<file path="src/rtl/rtc_pkg.sv">
package rtc_pkg;

    localparam int RTC_ADDR_W = 4;

    typedef enum logic [RTC_ADDR_W-1:0] {
        RG_CTRL    = 4'd0,
        RG_ARM_SET = 4'd1,
        RG_ARM_CLR = 4'd2,
        RG_FINE    = 4'd3,
        RG_COARSE  = 4'd4,
        RG_CMP     = 4'd5,
        RG_CAP     = 4'd6,
        RG_CAP_CFG = 4'd7,
        RG_DBG     = 4'd8
    } rtc_reg_e;

endpackage

</file>
<file path="src/rtl/rtc_timebase.sv">
module rtc_timebase #(
    parameter int FINE_LO   = 3,
    parameter int COARSE_LO = 19,
    parameter int VIEW_W    = 32
) (
    input  logic              clk,
    input  logic              rst_n,
    input  logic              tick_i,
    input  logic              freeze_i,
    input  logic              clr_i,
    output logic [VIEW_W-1:0] fine_o,
    output logic [VIEW_W-1:0] coarse_o
);
    localparam int CNT_W = COARSE_LO + VIEW_W;

    typedef struct packed {
        logic [CNT_W-1:0] cnt;
    } tb_state_t;

    tb_state_t st_d, st_q;

    always_comb begin
        st_d = st_q;
        if (clr_i) begin
            st_d.cnt = '0;
        end else if (tick_i && !freeze_i) begin
            st_d.cnt = st_q.cnt + CNT_W'(1);
        end
    end

    always_ff @(posedge clk or negedge rst_n) begin
        if (!rst_n) st_q <= '0;
        else        st_q <= st_d;
    end

    assign fine_o   = st_q.cnt[FINE_LO +: VIEW_W];
    assign coarse_o = st_q.cnt[COARSE_LO +: VIEW_W];

    AST_CLEAR_ZEROES: assert property (@(posedge clk) disable iff (!rst_n)
        clr_i |=> (st_q.cnt == '0));
    AST_FROZEN_HOLDS: assert property (@(posedge clk) disable iff (!rst_n)
        (freeze_i && !clr_i) |=> $stable(st_q.cnt));
    AST_TICK_STEPS: assert property (@(posedge clk) disable iff (!rst_n)
        (tick_i && !freeze_i && !clr_i) |=> (st_q.cnt == $past(st_q.cnt) + CNT_W'(1)));
    AST_IDLE_HOLDS: assert property (@(posedge clk) disable iff (!rst_n)
        (!tick_i && !clr_i) |=> $stable(st_q.cnt));

endmodule

</file>
<file path="src/rtl/rtc_cmp_chan.sv">
module rtc_cmp_chan #(
    parameter int VIEW_W      = 32,
    parameter int PAST_WINDOW = 125000
) (
    input  logic              clk,
    input  logic              rst_n,
    input  logic [VIEW_W-1:0] fine_i,
    input  logic              load_i,
    input  logic [VIEW_W-1:0] load_val_i,
    input  logic              disarm_i,
    output logic              armed_o,
    output logic              event_o
);
    localparam logic [VIEW_W-1:0] WIN = VIEW_W'(PAST_WINDOW);

    typedef struct packed {
        logic              armed;
        logic [VIEW_W-1:0] target;
        logic              ev;
    } cmp_state_t;

    cmp_state_t st_d, st_q;
    logic [VIEW_W-1:0] lag;
    logic              hit;

    always_comb begin
        lag  = fine_i - st_q.target;
        hit  = st_q.armed && (lag < WIN);
        st_d = st_q;
        st_d.ev = hit;
        if (hit || disarm_i) st_d.armed = 1'b0;
        if (load_i) begin
            st_d.target = load_val_i;
            st_d.armed  = 1'b1;
        end
    end

    always_ff @(posedge clk or negedge rst_n) begin
        if (!rst_n) st_q <= '0;
        else        st_q <= st_d;
    end

    assign armed_o = st_q.armed;
    assign event_o = st_q.ev;

    AST_CMP_NEEDS_ARM: assert property (@(posedge clk) disable iff (!rst_n)
        event_o |-> $past(st_q.armed));
    AST_CMP_ONE_SHOT: assert property (@(posedge clk) disable iff (!rst_n)
        (event_o && !$past(load_i)) |-> !st_q.armed);
    AST_CMP_LOAD_ARMS: assert property (@(posedge clk) disable iff (!rst_n)
        load_i |=> st_q.armed);

endmodule

</file>
<file path="src/rtl/rtc_cap_chan.sv">
module rtc_cap_chan #(
    parameter int CAP_W = 21
) (
    input  logic             clk,
    input  logic             rst_n,
    input  logic             pin_i,
    input  logic             fall_sel_i,
    input  logic             arm_i,
    input  logic             disarm_i,
    input  logic [CAP_W-1:0] time_i,
    output logic             armed_o,
    output logic [CAP_W-1:0] cap_o,
    output logic             event_o
);
    typedef struct packed {
        logic             sync1;
        logic             sync2;
        logic             prev;
        logic             armed;
        logic [CAP_W-1:0] cap;
        logic             ev;
    } cap_state_t;

    cap_state_t st_d, st_q;
    logic       edge_seen;
    logic       fire;

    always_comb begin
        edge_seen = fall_sel_i ? (st_q.prev & ~st_q.sync2)
                               : (st_q.sync2 & ~st_q.prev);
        fire      = st_q.armed && edge_seen;
        st_d       = st_q;
        st_d.sync1 = pin_i;
        st_d.sync2 = st_q.sync1;
        st_d.prev  = st_q.sync2;
        st_d.ev    = fire;
        if (fire)     st_d.cap   = time_i;
        if (arm_i)    st_d.armed = 1'b1;
        if (disarm_i) st_d.armed = 1'b0;
    end

    always_ff @(posedge clk or negedge rst_n) begin
        if (!rst_n) st_q <= '0;
        else        st_q <= st_d;
    end

    assign armed_o = st_q.armed;
    assign cap_o   = st_q.cap;
    assign event_o = st_q.ev;

    AST_CAP_NEEDS_ARM: assert property (@(posedge clk) disable iff (!rst_n)
        event_o |-> $past(st_q.armed));
    AST_CAP_IDLE_STABLE: assert property (@(posedge clk) disable iff (!rst_n)
        !st_q.armed |=> $stable(st_q.cap));
    AST_CAP_STAYS_ARMED: assert property (@(posedge clk) disable iff (!rst_n)
        (st_q.armed && !disarm_i) |=> st_q.armed);

endmodule

</file>
<file path="src/rtl/rtc_cc.sv">
module rtc_cc
    import rtc_pkg::*;
#(
    parameter int FINE_LO     = 3,
    parameter int COARSE_LO   = 19,
    parameter int VIEW_W      = 32,
    parameter int CAP_W       = 21,
    parameter int PAST_WINDOW = 125000
) (
    input  logic                  clk,
    input  logic                  rst_n,
    input  logic                  tick_i,
    input  logic                  core_halted_i,
    input  logic                  cap_pin_i,
    input  logic                  bus_en_i,
    input  logic                  bus_we_i,
    input  logic [RTC_ADDR_W-1:0] bus_addr_i,
    input  logic [VIEW_W-1:0]     bus_wdata_i,
    output logic [VIEW_W-1:0]     bus_rdata_o,
    output logic                  cmp_event_o,
    output logic                  cap_event_o
);
    typedef struct packed {
        logic halt_en;
        logic fall_sel;
    } cfg_t;

    cfg_t              cfg_d, cfg_q;
    rtc_reg_e          sel;
    logic              wr;
    logic              clr, freeze;
    logic              cmp_load, cmp_disarm, cap_arm, cap_disarm;
    logic              cmp_armed, cap_armed;
    logic [VIEW_W-1:0] fine, coarse;
    logic [CAP_W-1:0]  cap_val;

    always_comb begin
        sel        = rtc_reg_e'(bus_addr_i);
        wr         = bus_en_i && bus_we_i;
        clr        = wr && (sel == RG_CTRL) && bus_wdata_i[0];
        cap_arm    = wr && (sel == RG_ARM_SET) && bus_wdata_i[1];
        cmp_disarm = wr && (sel == RG_ARM_CLR) && bus_wdata_i[0];
        cap_disarm = wr && (sel == RG_ARM_CLR) && bus_wdata_i[1];
        cmp_load   = wr && (sel == RG_CMP);
        freeze     = cfg_q.halt_en && core_halted_i;
        cfg_d = cfg_q;
        if (wr && (sel == RG_CAP_CFG)) cfg_d.fall_sel = bus_wdata_i[0];
        if (wr && (sel == RG_DBG))     cfg_d.halt_en  = bus_wdata_i[0];
    end

    always_ff @(posedge clk or negedge rst_n) begin
        if (!rst_n) cfg_q <= '0;
        else        cfg_q <= cfg_d;
    end

    always_comb begin
        bus_rdata_o = '0;
        case (sel)
            RG_ARM_SET, RG_ARM_CLR: bus_rdata_o = VIEW_W'({cap_armed, cmp_armed});
            RG_FINE:    bus_rdata_o = fine;
            RG_COARSE:  bus_rdata_o = coarse;
            RG_CAP:     bus_rdata_o = VIEW_W'(cap_val);
            RG_CAP_CFG: bus_rdata_o = VIEW_W'(cfg_q.fall_sel);
            RG_DBG:     bus_rdata_o = VIEW_W'(cfg_q.halt_en);
            default:    bus_rdata_o = '0;
        endcase
    end

    rtc_timebase #(
        .FINE_LO  (FINE_LO),
        .COARSE_LO(COARSE_LO),
        .VIEW_W   (VIEW_W)
    ) u_timebase (
        .clk     (clk),
        .rst_n   (rst_n),
        .tick_i  (tick_i),
        .freeze_i(freeze),
        .clr_i   (clr),
        .fine_o  (fine),
        .coarse_o(coarse)
    );

    rtc_cmp_chan #(
        .VIEW_W     (VIEW_W),
        .PAST_WINDOW(PAST_WINDOW)
    ) u_cmp (
        .clk       (clk),
        .rst_n     (rst_n),
        .fine_i    (fine),
        .load_i    (cmp_load),
        .load_val_i(bus_wdata_i),
        .disarm_i  (cmp_disarm),
        .armed_o   (cmp_armed),
        .event_o   (cmp_event_o)
    );

    rtc_cap_chan #(
        .CAP_W(CAP_W)
    ) u_cap (
        .clk       (clk),
        .rst_n     (rst_n),
        .pin_i     (cap_pin_i),
        .fall_sel_i(cfg_q.fall_sel),
        .arm_i     (cap_arm),
        .disarm_i  (cap_disarm),
        .time_i    (fine[CAP_W-1:0]),
        .armed_o   (cap_armed),
        .cap_o     (cap_val),
        .event_o   (cap_event_o)
    );

    AST_DISARM_QUIET: assert property (@(posedge clk) disable iff (!rst_n)
        (cmp_disarm && !cmp_armed) |=> !cmp_event_o);
    AST_ARM_SET_BIT0_INERT: assert property (@(posedge clk) disable iff (!rst_n)
        (wr && (sel == RG_ARM_SET) && !cmp_armed) |=> !cmp_armed);

endmodule

</file>
<file path="config.mk">
export PLATFORM = sky130hd
export DESIGN_NAME = rtc_cc
export DESIGN_NICKNAME = d
export VERILOG_FILES = /design/src/rtl/rtc_pkg.sv /design/src/rtl/rtc_timebase.sv /design/src/rtl/rtc_cmp_chan.sv /design/src/rtl/rtc_cap_chan.sv /design/src/rtl/rtc_cc.sv
export SDC_FILE = /design/constraint.sdc
export NUM_CORES = 1
export LEC_CHECK = 0
export CAP_MARGIN = 10
export CORE_MARGIN = 8
export CORE_UTILIZATION = 58
export DETAILED_ROUTE_END_ITERATION = 6
export PLACE_DENSITY_LB_ADDON = 0.3
export SYNTH_ARGS = -nofsm -noshare
export SYNTH_HDL_FRONTEND = slang
export SYNTH_SLANG_ARGS = --single-unit
</file>
<file path="constraint.sdc">
create_clock -name clk -period 3.9 [get_ports clk]
set_input_delay 0.585 -clock clk [delete_from_list [all_inputs] [get_ports clk]]
set_output_delay 0.585 -clock clk [all_outputs]
set_load 0.02 [all_outputs]
</file>
==> metrics.cfg, run 1 <==
[synth]
avgSynthCellArea_um2=8.32
synth_cell_types=65
synth-adder-area-share=0.0542
synth_area_mm2=0.00715
synth_compound_area_frac=0.163
synthArstFlopShare=1.00
ys_seq_area_frac=0.395
syn-instance-count=860
synth_top_family_by_area=simple AND/OR/NAND/NOR gates
ys_seq_elements=113
yosys_most_used_dff=dfrtp_1
synthSimpleGateAreaFrac=0.235
synth_common_cells=160 x nand2_1, 113 x dfrtp_1, 76 x nor2_1
ys_warn_count=0
synth.area.mux_share=0.0133
synth_most_common_cell=nand2_1
synth.largest_area_cell=dfrtp_1
yosys.area_share.xor_xnor=0.0855
synth_top_area_share=0.395
synth.area.top_cells=dfrtp_1 40%, nand2_1 8.4%, ha_1 5.4%
synth-edff-count=0
synth_nets=934

[grt]
grt_max_degree=58
grt_pass1_wl_um=33000
grt_pass1_vias=6455
overflow=0
antenna_found_initial=0
grt_use_total=0.256

[final_layout]
n_antenna_cell=0
final_area_mm2=0.00873
n_fill_cell=925
drive_gt1_frac=0.0783
final_nets=1007
multiInputGateArea_mm2=0.00397
seq_area_mm2=0.00283
fin_util=0.727
syn_to_final_growth_pct=22.1

[die]
num_rows=40
die_area_mm2=0.0161
start_util=0.596
fp.dieW_um=127
ioPinCount=77
chipHeight_um=127
core_area_mm2=0.0120

[flow_run]
maxCapViolations=0

[place]
dpl-instance-area_mm2=0.00812
portBuffers=76
place.gp.congestion=0.961
hpwlAfterDp_um=14300

[detailed_routing]
wire_per_inst_um=18.3
vias_per_cell=6.03
ant_nets=0
routed_wl_um=19900
num_vias=6584
dr.pass1.iters=7
drt_iter0_drc=618
drc=2

[timing]
max-slew-margin-rel=0.499
fin_setup_tns_ns=0
tightest_slew_ns=0.750
min_period_over_period=0.911
hold_violations=0
setup_viol=0
fmax_mhz=281
layout_min_cycle_time_ns=3.55
hold_slack_ns=0.214
rsz0062_at_grt=false
finClkSkew_ns=0.00584
slew_viol_final=0

[clock_tree]
numCtsBuffers=17
clk_path_buf_depth=2
cts_resized=0
htreeDepth=4
cts_tree=built
clock_sinks=113
clkTransAtPathRegs_ns=0.05
cts_root_buf=clkbuf_16
clock_latency_ns=0.42
post_cts_buffers=0
holdBufCountCts=0

[worst_setup_path]
arrival_ns=3.84
worstSetupStartpointType=flip-flop
cp.required_ns=4.19
end_kind=flip-flop
crit_type=flip-flop to flip-flop
crit_path_max_fanout=7

[power]
leakagePower_nw=4.12
ir_worst_vdd_uv=344
power_per_cell_area_mw_per_mm2=427

[hold_path]
hold_class=input pin to asynchronous set/reset pin

[outcome]
violations=design-rule violations
status=finished, violations left

sequential cells by signal, summed over array words and instances, names as in the netlist:
| name | count |
|---|---|
| u_cmp.st_q | 32 |
| u_cmp.event_o | 1 |
| u_cap.event_o | 1 |
| u_cmp.armed_o | 1 |
| u_timebase.st_q | 51 |
| u_cap.armed_o | 1 |
| u_cap.st_q | 1 |
| u_cap.st_d | 2 |
| u_cap.cap_o | 21 |
| cfg_q | 2 |
worst paths after layout:
path                                            startpoint                    endpoint  slack (ns)  cells past startpoint
min in group clk                  u_cap.st_d[24]$_DFF_PN0_    u_cap.st_d[23]$_DFF_PN0_        0.36                      0
max in group asynchronous                            rst_n   u_cmp.st_q[7]$_DFFE_PN0P_        2.77                      2
min reg2reg                       u_cap.st_d[24]$_DFF_PN0_    u_cap.st_d[23]$_DFF_PN0_        0.36                      0
max reg2reg                u_timebase.st_q[18]$_DFFE_PN0P_   u_cmp.armed_o$_DFFE_PN0P_        0.35                     11
max                        u_timebase.st_q[18]$_DFFE_PN0P_   u_cmp.armed_o$_DFFE_PN0P_        0.35                     11
min                                                  rst_n  u_cmp.st_q[30]$_DFFE_PN0P_        0.21                      1
worst max-delay path, stage by stage (launching register included):
cell       delay [ns]
dfrtp_1          0.50
ha_1             0.46
nand2_1          0.09
or3_1            0.41
a211oi_2         0.28
a2bb2oi_2        0.26
a221o_2          0.25
xnor2_2          0.14
nand4_1          0.12
or4b_1           0.52
nor4b_2          0.27
o21ai_0          0.13
cells by family after synthesis:
group,count (synthesis)
compound gates,175
simple gates,363
fa+ha+maj,31
flops,113
xor+xnor,69
mux,9
buf+inv,100
through the flow:
stage                     total power [mW]  worst slack [ns]  instances
final                                 3.73             0.346       1092
after floorplan                       1.91             0.707        860
after CTS                             3.73             0.244       1092
after detailed placement              2.14             0.277       1061
after global routing                  3.91            0.0455       1092
after global placement                2.13             0.345       1061
final cells by class:
type	instances	share of cell area
clock inverters	10	0.0153
well taps	147	0.0211
clock buffers	21	0.0539
repair buffers	95	0.106
multi-input cells	647	0.455
flip-flops and latches	113	0.324
inverters	59	0.0254
cells in the final DEF, fill, tap and decap left out, drive strengths merged, types with 3 or more instances in the layout:
| master | n |
|---|---|
| a21oi | 41 |
| or3 | 10 |
| buf | 20 |
| dfrtp | 113 |
| o31ai | 4 |
| nand2b | 9 |
| xor2 | 44 |
| clkbuf | 21 |
| nor3 | 11 |
| a22o | 11 |
| inv | 59 |
| nor2b | 12 |
| bufinv | 3 |
| o21bai | 3 |
| mux2i | 5 |
| clkdlybuf4s50 | 75 |
| o21a | 3 |
| nor4 | 3 |
| a211oi | 3 |
| nor2 | 77 |
| and2 | 6 |
| mux2 | 4 |
| nand4 | 20 |
| ha | 31 |
| o211ai | 5 |
| nand2 | 160 |
| o21ai | 60 |
| xnor2 | 25 |
| nor3b | 4 |
| a31oi | 7 |
| and3 | 15 |
| a222oi | 20 |
| nand3 | 26 |
| clkinv | 5 |
power by group:
part           switching, mW  internal, mW  total [mW]
Combinational          0.459         0.301       0.760
Clock                  0.545          1.05        1.59
Sequential            0.0776          1.30        1.38
per-layer routing:
| layer | routed length (um) | global-route usage |
|---|---|---|
| met1 | 8850 | 0.338 |
| met2 | 8940 | 0.390 |
| met3 | 1660 | 0.0765 |
| met4 | 474 | 0.0966 |
| met5 | 0 | 0 |
No activity file was read; power rests on OpenSTA's default activity.
==> run 2: changes to the inputs <==
Settings changed: ABC_AREA set to 0, MAX_ROUTING_LAYER set to met4.
==> metrics.cfg, run 2 (same netlist as run 1, synthesis figures left out) <==
[outcome]
status=complete, no violations

[final_layout]
final_nets=1007  ; unchanged
final_area_mm2=0.00866  ; -0.79%
n_fill_cell=933  ; +0.86%
n_antenna_cell=0  ; unchanged
drive_gt1_frac=0.0782  ; -0.0000828
seq_area_mm2=0.00283  ; unchanged
syn_to_final_growth_pct=21.1
multiInputGateArea_mm2=0.00397  ; unchanged
mostFrequentLayoutCell=nand2_1
largest_reg_flops=51  ; unchanged
final_cell_mix=160 x nand2_1, 113 x dfrtp_1, 75 x nor2_1, 75 x clkdlybuf4s50_1, 59 x inv_1
top_register=u_timebase.st_q
fin_util=0.721  ; -0.00573

[clock_tree]
htreeDepth=4  ; unchanged
clock_sinks=113  ; unchanged
cts_root_buf=clkbuf_16
clk_path_buf_depth=2  ; unchanged
cts_tree=built
holdBufCountCts=0  ; unchanged
numCtsBuffers=17  ; unchanged
clock_latency_ns=0.42  ; about the same
clkTransAtPathRegs_ns=0.05  ; about the same

[power]
power_per_cell_area_mw_per_mm2=407  ; -4.7%
ir_worst_vdd_uv=387  ; +13%
power_mw=3.53  ; -5.5%
leakagePower_nw=4.08  ; -0.75%

[detailed_routing]
dr.pass1.iters=6  ; -1
vias_per_cell=6.01  ; -0.26%
routed_wl_um=19800  ; -0.51%
num_vias=6573  ; -0.17%
drc=0  ; -2
ant_nets=0  ; unchanged
drt_iter0_drc=840  ; +36%
wire_per_inst_um=18.1  ; -0.60%

[worst_setup_path]
arrival_ns=2.98  ; -0.86 ns
slowest_stage=clkdlybuf4s50_1
cp.required_ns=3.31  ; -0.88 ns
crit_type=input pin to output pin
end_kind=output pin
timing.critical_path.mode_cell=clkdlybuf4s50_1
crit_path_max_fanout=12  ; +5
cp_cell_sequence=clkdlybuf4s50_1 -> nand2b_1 -> nor3_2 -> buf_4 -> a222oi_1 -> inv_1 -> clkdlybuf4s50_1
worstSetupStartpointType=input pin
slowest_delay_ns=0.62  ; +0.10 ns

[grt]
overflow=0  ; unchanged
grt_pass1_wl_um=33200  ; +0.67%
grt_pass1_vias=6459  ; +0.062%
grt_max_degree=114  ; +97%
grt_use_total=0.264  ; +0.00766
antenna_found_initial=0  ; unchanged

[die]
start_util=0.596  ; unchanged
die_area_mm2=0.0161  ; unchanged
num_rows=40  ; unchanged
core_area_mm2=0.0120  ; unchanged
fp.dieW_um=127  ; unchanged
chipHeight_um=127  ; unchanged
ioPinCount=77  ; unchanged

[timing]
max-slew-margin-rel=0.501  ; +0.00117
rsz0062_at_grt=false
layout_min_cycle_time_ns=3.56  ; +0.00791 ns
slew_viol_final=0  ; unchanged
hold_violations=0  ; unchanged
fin_setup_tns_ns=0  ; unchanged
finClkSkew_ns=0.0101  ; +0.00426 ns
min_period_over_period=0.913  ; +0.00203
fmax_mhz=281  ; -0.22%
tightest_slew_ns=0.748  ; -0.00176 ns
setup_viol=0  ; unchanged

[place]
dpl-instance-area_mm2=0.00812  ; unchanged
hpwlAfterDp_um=14200  ; -1.1%
portBuffers=76  ; unchanged
place.gp.congestion=0.985  ; +2.5%

[flow_run]
maxCapViolations=0  ; unchanged

[hold_path]
hold_class=input pin to asynchronous set/reset pin

## run 2: cell types whose count changed in the layout (fill, tap and decap cells not counted), sizes merged
cell,previous run,this run
bufinv,3,0
clkbuf,21,22
clkinv,5,7
clkinvlp,2,3
## run 2: final timing paths
path                                                      start                         end  slack (ns)  cells after the start
worst max-delay path                              bus_addr_i[3]              bus_rdata_o[8]        0.34                      7
worst min-delay path                                      rst_n  u_cmp.st_q[26]$_DFFE_PN0P_        0.23                      2
worst max register to register  u_timebase.st_q[18]$_DFFE_PN0P_   u_cmp.armed_o$_DFFE_PN0P_        0.35                     11
worst min register to register         u_cap.st_d[24]$_DFF_PN0_    u_cap.st_d[23]$_DFF_PN0_        0.37                      0
max in group asynchronous                                 rst_n   u_cmp.st_q[7]$_DFFE_PN0P_        3.18                      2
min in group clk                       u_cap.st_d[24]$_DFF_PN0_    u_cap.st_d[23]$_DFF_PN0_        0.37                      0
## run 2: layout make-up
class / count / share of cell area
Inverter: 59 / 0.0256
Multi-Input combinational cell: 647 / 0.458
Sequential cell: 113 / 0.326
Tap cell: 147 / 0.0212
Timing Repair Buffer: 95 / 0.107
Clock inverter: 10 / 0.00708
Clock buffer: 22 / 0.0547
## run 2: per-stage QoR
stage / hold WS, ns / std cells / setup slack (ns)
after floorplan: 0.289 / 860 / 0.707
after global placement: 0.336 / 1061 / 0.352
after detailed placement: 0.337 / 1061 / 0.313
after CTS: 0.275 / 1093 / 0.256
after global routing: 0.301 / 1093 / 0.0750
final: 0.227 / 1093 / 0.338
## run 2: worst max-delay path: cells and delay by family
kind | cells | cell delay, ns
AND/OR/NAND/NOR | 2 | 0.34
AO/OA/AOI/OAI | 1 | 0.55
buffers and inverters | 4 | 1.49
## run 2: what timing repair did
item,in CTS,in global routing
setup buffers,0,0
endpoints found under the setup margin,0,2
gates resized for setup,0,1
hold endpoints to repair,0,0
## run 2: routing by layer
metal  vias to the layer above  GRT usage  wire (um)
met3                        53     0.0666       1630
met1                      3081      0.341       8830
li1                       3134          -          -
met4                         0      0.118        670
met5                         -          -          0
met2                       305      0.384       8700
## run 2: power breakdown
group          internal [mW]  switching [mW]  leakage (nW)  total, mW
registers               1.30          0.0780          1.46       1.38
clock network          0.852           0.532         0.261       1.38
logic                  0.303           0.459          2.36      0.762
total                   2.46            1.07          4.08       3.53
==> run 3: changes to the inputs <==
Settings changed: PLACE_DENSITY set to 0.83, PLACE_DENSITY_LB_ADDON 0.3 to not set.
==> metrics.cfg, run 3 (same netlist as run 1, synthesis figures left out) <==
[timing]
hold_violations=0  ; unchanged
fmax_mhz=275  ; -1.9%
tightest_slew_ns=0.858  ; +0.110 ns
max-slew-margin-rel=0.427  ; -0.0739
layout_min_cycle_time_ns=3.63  ; +0.0695 ns
fin_setup_tns_ns=0  ; unchanged
worst_slack_ns=0.269  ; -0.0695 ns
finClkSkew_ns=0.00898  ; -0.00113 ns
rsz0062_at_grt=false
slew_viol_final=0  ; unchanged
setup_viol=0  ; unchanged
min_period_over_period=0.931  ; +0.0178

[final_layout]
final_cell_mix=160 x nand2_1, 113 x dfrtp_1, 75 x nor2_1, 75 x clkdlybuf4s50_1, 59 x inv_1
top_register=u_timebase.st_q
largest_reg_flops=51  ; unchanged
final_nets=1003  ; -0.40%
mostFrequentLayoutCell=nand2_1
n_fill_cell=932  ; -0.11%
syn_to_final_growth_pct=21.0
final_area_mm2=0.00865  ; -0.10%
drive_gt1_frac=0.0703  ; -0.00794
n_antenna_cell=0  ; unchanged

[flow_run]
maxCapViolations=0  ; unchanged

[power]
ir_worst_vdd_uv=367  ; -5.1%
p_comb_frac=0.217  ; about the same
netSwitchingPower_mw=1.06  ; -0.39%
leakagePower_nw=4.07  ; -0.27%
pwr-share-clk=0.397  ; +0.005
power_per_cell_area_mw_per_mm2=414  ; +1.6%
p_seq_frac=0.385  ; -0.007
switching_share=0.297  ; -0.00574
p_int_mw=2.52  ; +2.4%
power_mw=3.58  ; +1.5%

[worst_setup_path]
arrival_ns=3.90  ; +0.92 ns
end_kind=flip-flop
r2r_end=u_cmp.armed_o$_DFFE_PN0P_
worstSetupStartpointType=flip-flop
reg2reg_depth=11  ; unchanged
cp.required_ns=4.17  ; +0.86 ns
r2r-start=u_timebase.st_q[14]$_DFFE_PN0P_
crit_path_max_fanout=8  ; -4
reg2reg_slack_ns=0.27  ; -0.08 ns
crit_type=flip-flop to flip-flop

[clock_tree]
cts_root_buf=clkbuf_16
numCtsBuffers=17  ; unchanged
cts_tree=built
clk_path_buf_depth=2  ; unchanged
clock_sinks=113  ; unchanged
clock_latency_ns=0.42  ; about the same
htreeDepth=4  ; unchanged
clkTransAtPathRegs_ns=0.05  ; about the same

[detailed_routing]
num_vias=6559  ; -0.21%
wire_per_inst_um=18.3  ; +0.71%
ant_nets=0  ; unchanged
dr.pass1.iters=7  ; +1
routed_wl_um=19800  ; about the same
vias_per_cell=6.04  ; +0.43%
drc=5  ; +5
drt_iter0_drc=791  ; -5.8%

[outcome]
status=finished, violations left
violations=design-rule violations

[die]
fp.dieW_um=127  ; unchanged
core_area_mm2=0.0120  ; unchanged
die_area_mm2=0.0161  ; unchanged
ioPinCount=77  ; unchanged
start_util=0.596  ; unchanged
chipHeight_um=127  ; unchanged
num_rows=40  ; unchanged

[place]
place.gp.congestion=0.953  ; -3.2%
dpl-instance-area_mm2=0.00811  ; -0.22%
hpwlAfterDp_um=14300  ; +0.84%
portBuffers=76  ; unchanged
dpl_worst_slack_ns=0.315  ; +0.00224 ns

[grt]
overflow=0  ; unchanged
grt_pass1_vias=6311  ; -2.3%
grt_pass1_wl_um=32300  ; -2.6%
antenna_found_initial=0  ; unchanged
grt_use_total=0.260  ; -0.00356
grt_max_degree=64  ; -44%

[hold_path]
hold_class=input pin to asynchronous set/reset pin

-- run 3: critical path, cell delays in order, from the launching register on --
cell and delay, ns:
dfrtp_1 0.48, ha_1 0.43, nand2_1 0.15, or3_1 0.44, a211oi_4 0.26, a2bb2oi_2 0.29, a221o_2 0.26, mux2i_1 0.24
nand2_1 0.07, or4b_1 0.48, nor4b_2 0.25, o21ai_0 0.14
-- run 3: worst max path at each step --
stage                               startpoint                         to  depth (start not counted)
2_1_floorplan  u_timebase.st_q[16]$_DFFE_PN0P_  u_cmp.armed_o$_DFFE_PN0P_                         13
3_3_place_gp    u_timebase.st_q[5]$_DFFE_PN0P_  u_cmp.armed_o$_DFFE_PN0P_                         12
3_5_place_dp    u_timebase.st_q[5]$_DFFE_PN0P_  u_cmp.armed_o$_DFFE_PN0P_                         12
4_1_cts         u_timebase.st_q[5]$_DFFE_PN0P_  u_cmp.armed_o$_DFFE_PN0P_                         12
5_1_grt         u_timebase.st_q[5]$_DFFE_PN0P_  u_cmp.armed_o$_DFFE_PN0P_                         12
6_report       u_timebase.st_q[14]$_DFFE_PN0P_  u_cmp.armed_o$_DFFE_PN0P_                         11
-- run 3: cell type report --
class	count	area [um^2]	area share
multi-input cells	647	3980	0.459
flip-flops and latches	113	2830	0.327
repair buffers	91	908	0.105
clock buffers	23	478	0.0552
inverters	59	221	0.0256
well taps	147	184	0.0213
clock inverters	6	58.8	0.00679
-- run 3: stage by stage --
step / utilization / cells / hold WS, ns
after floorplan: - / 860 / 0.289
after global placement: 0.675 / 1057 / 0.350
after detailed placement: 0.675 / 1057 / 0.356
after CTS: 0.720 / 1086 / 0.216
after global routing: 0.721 / 1086 / 0.236
final: 0.721 / 1086 / 0.192
-- run 3: routing by layer --
| layer | routed length, um | up-vias | track usage | share of wire |
|---|---|---|---|---|
| met5 | 0 | - | - | 0 |
| met3 | 1430 | 57 | 0.0632 | 0.072 |
| met2 | 9130 | 296 | 0.384 | 0.46 |
| met1 | 8670 | 3093 | 0.331 | 0.44 |
| met4 | 615 | 0 | 0.127 | 0.031 |
| li1 | - | 3113 | - | - |
-- run 3: power by group through the flow --
stage	registers [mW]	logic [mW]	clock network [mW]
3_3_place_gp	1.39	0.737	0
3_5_place_dp	1.40	0.750	0
5_1_grt	1.39	0.864	1.50
4_1_cts	1.38	0.766	1.43
6_report	1.38	0.778	1.42
2_1_floorplan	1.37	0.531	0
-- run 3: what timing repair did --
item                       4_1_cts  5_1_grt
hold buffers                     0        0
gates resized for setup          0        2
buffers inserted                 0        0
setup endpoints to repair        0        2
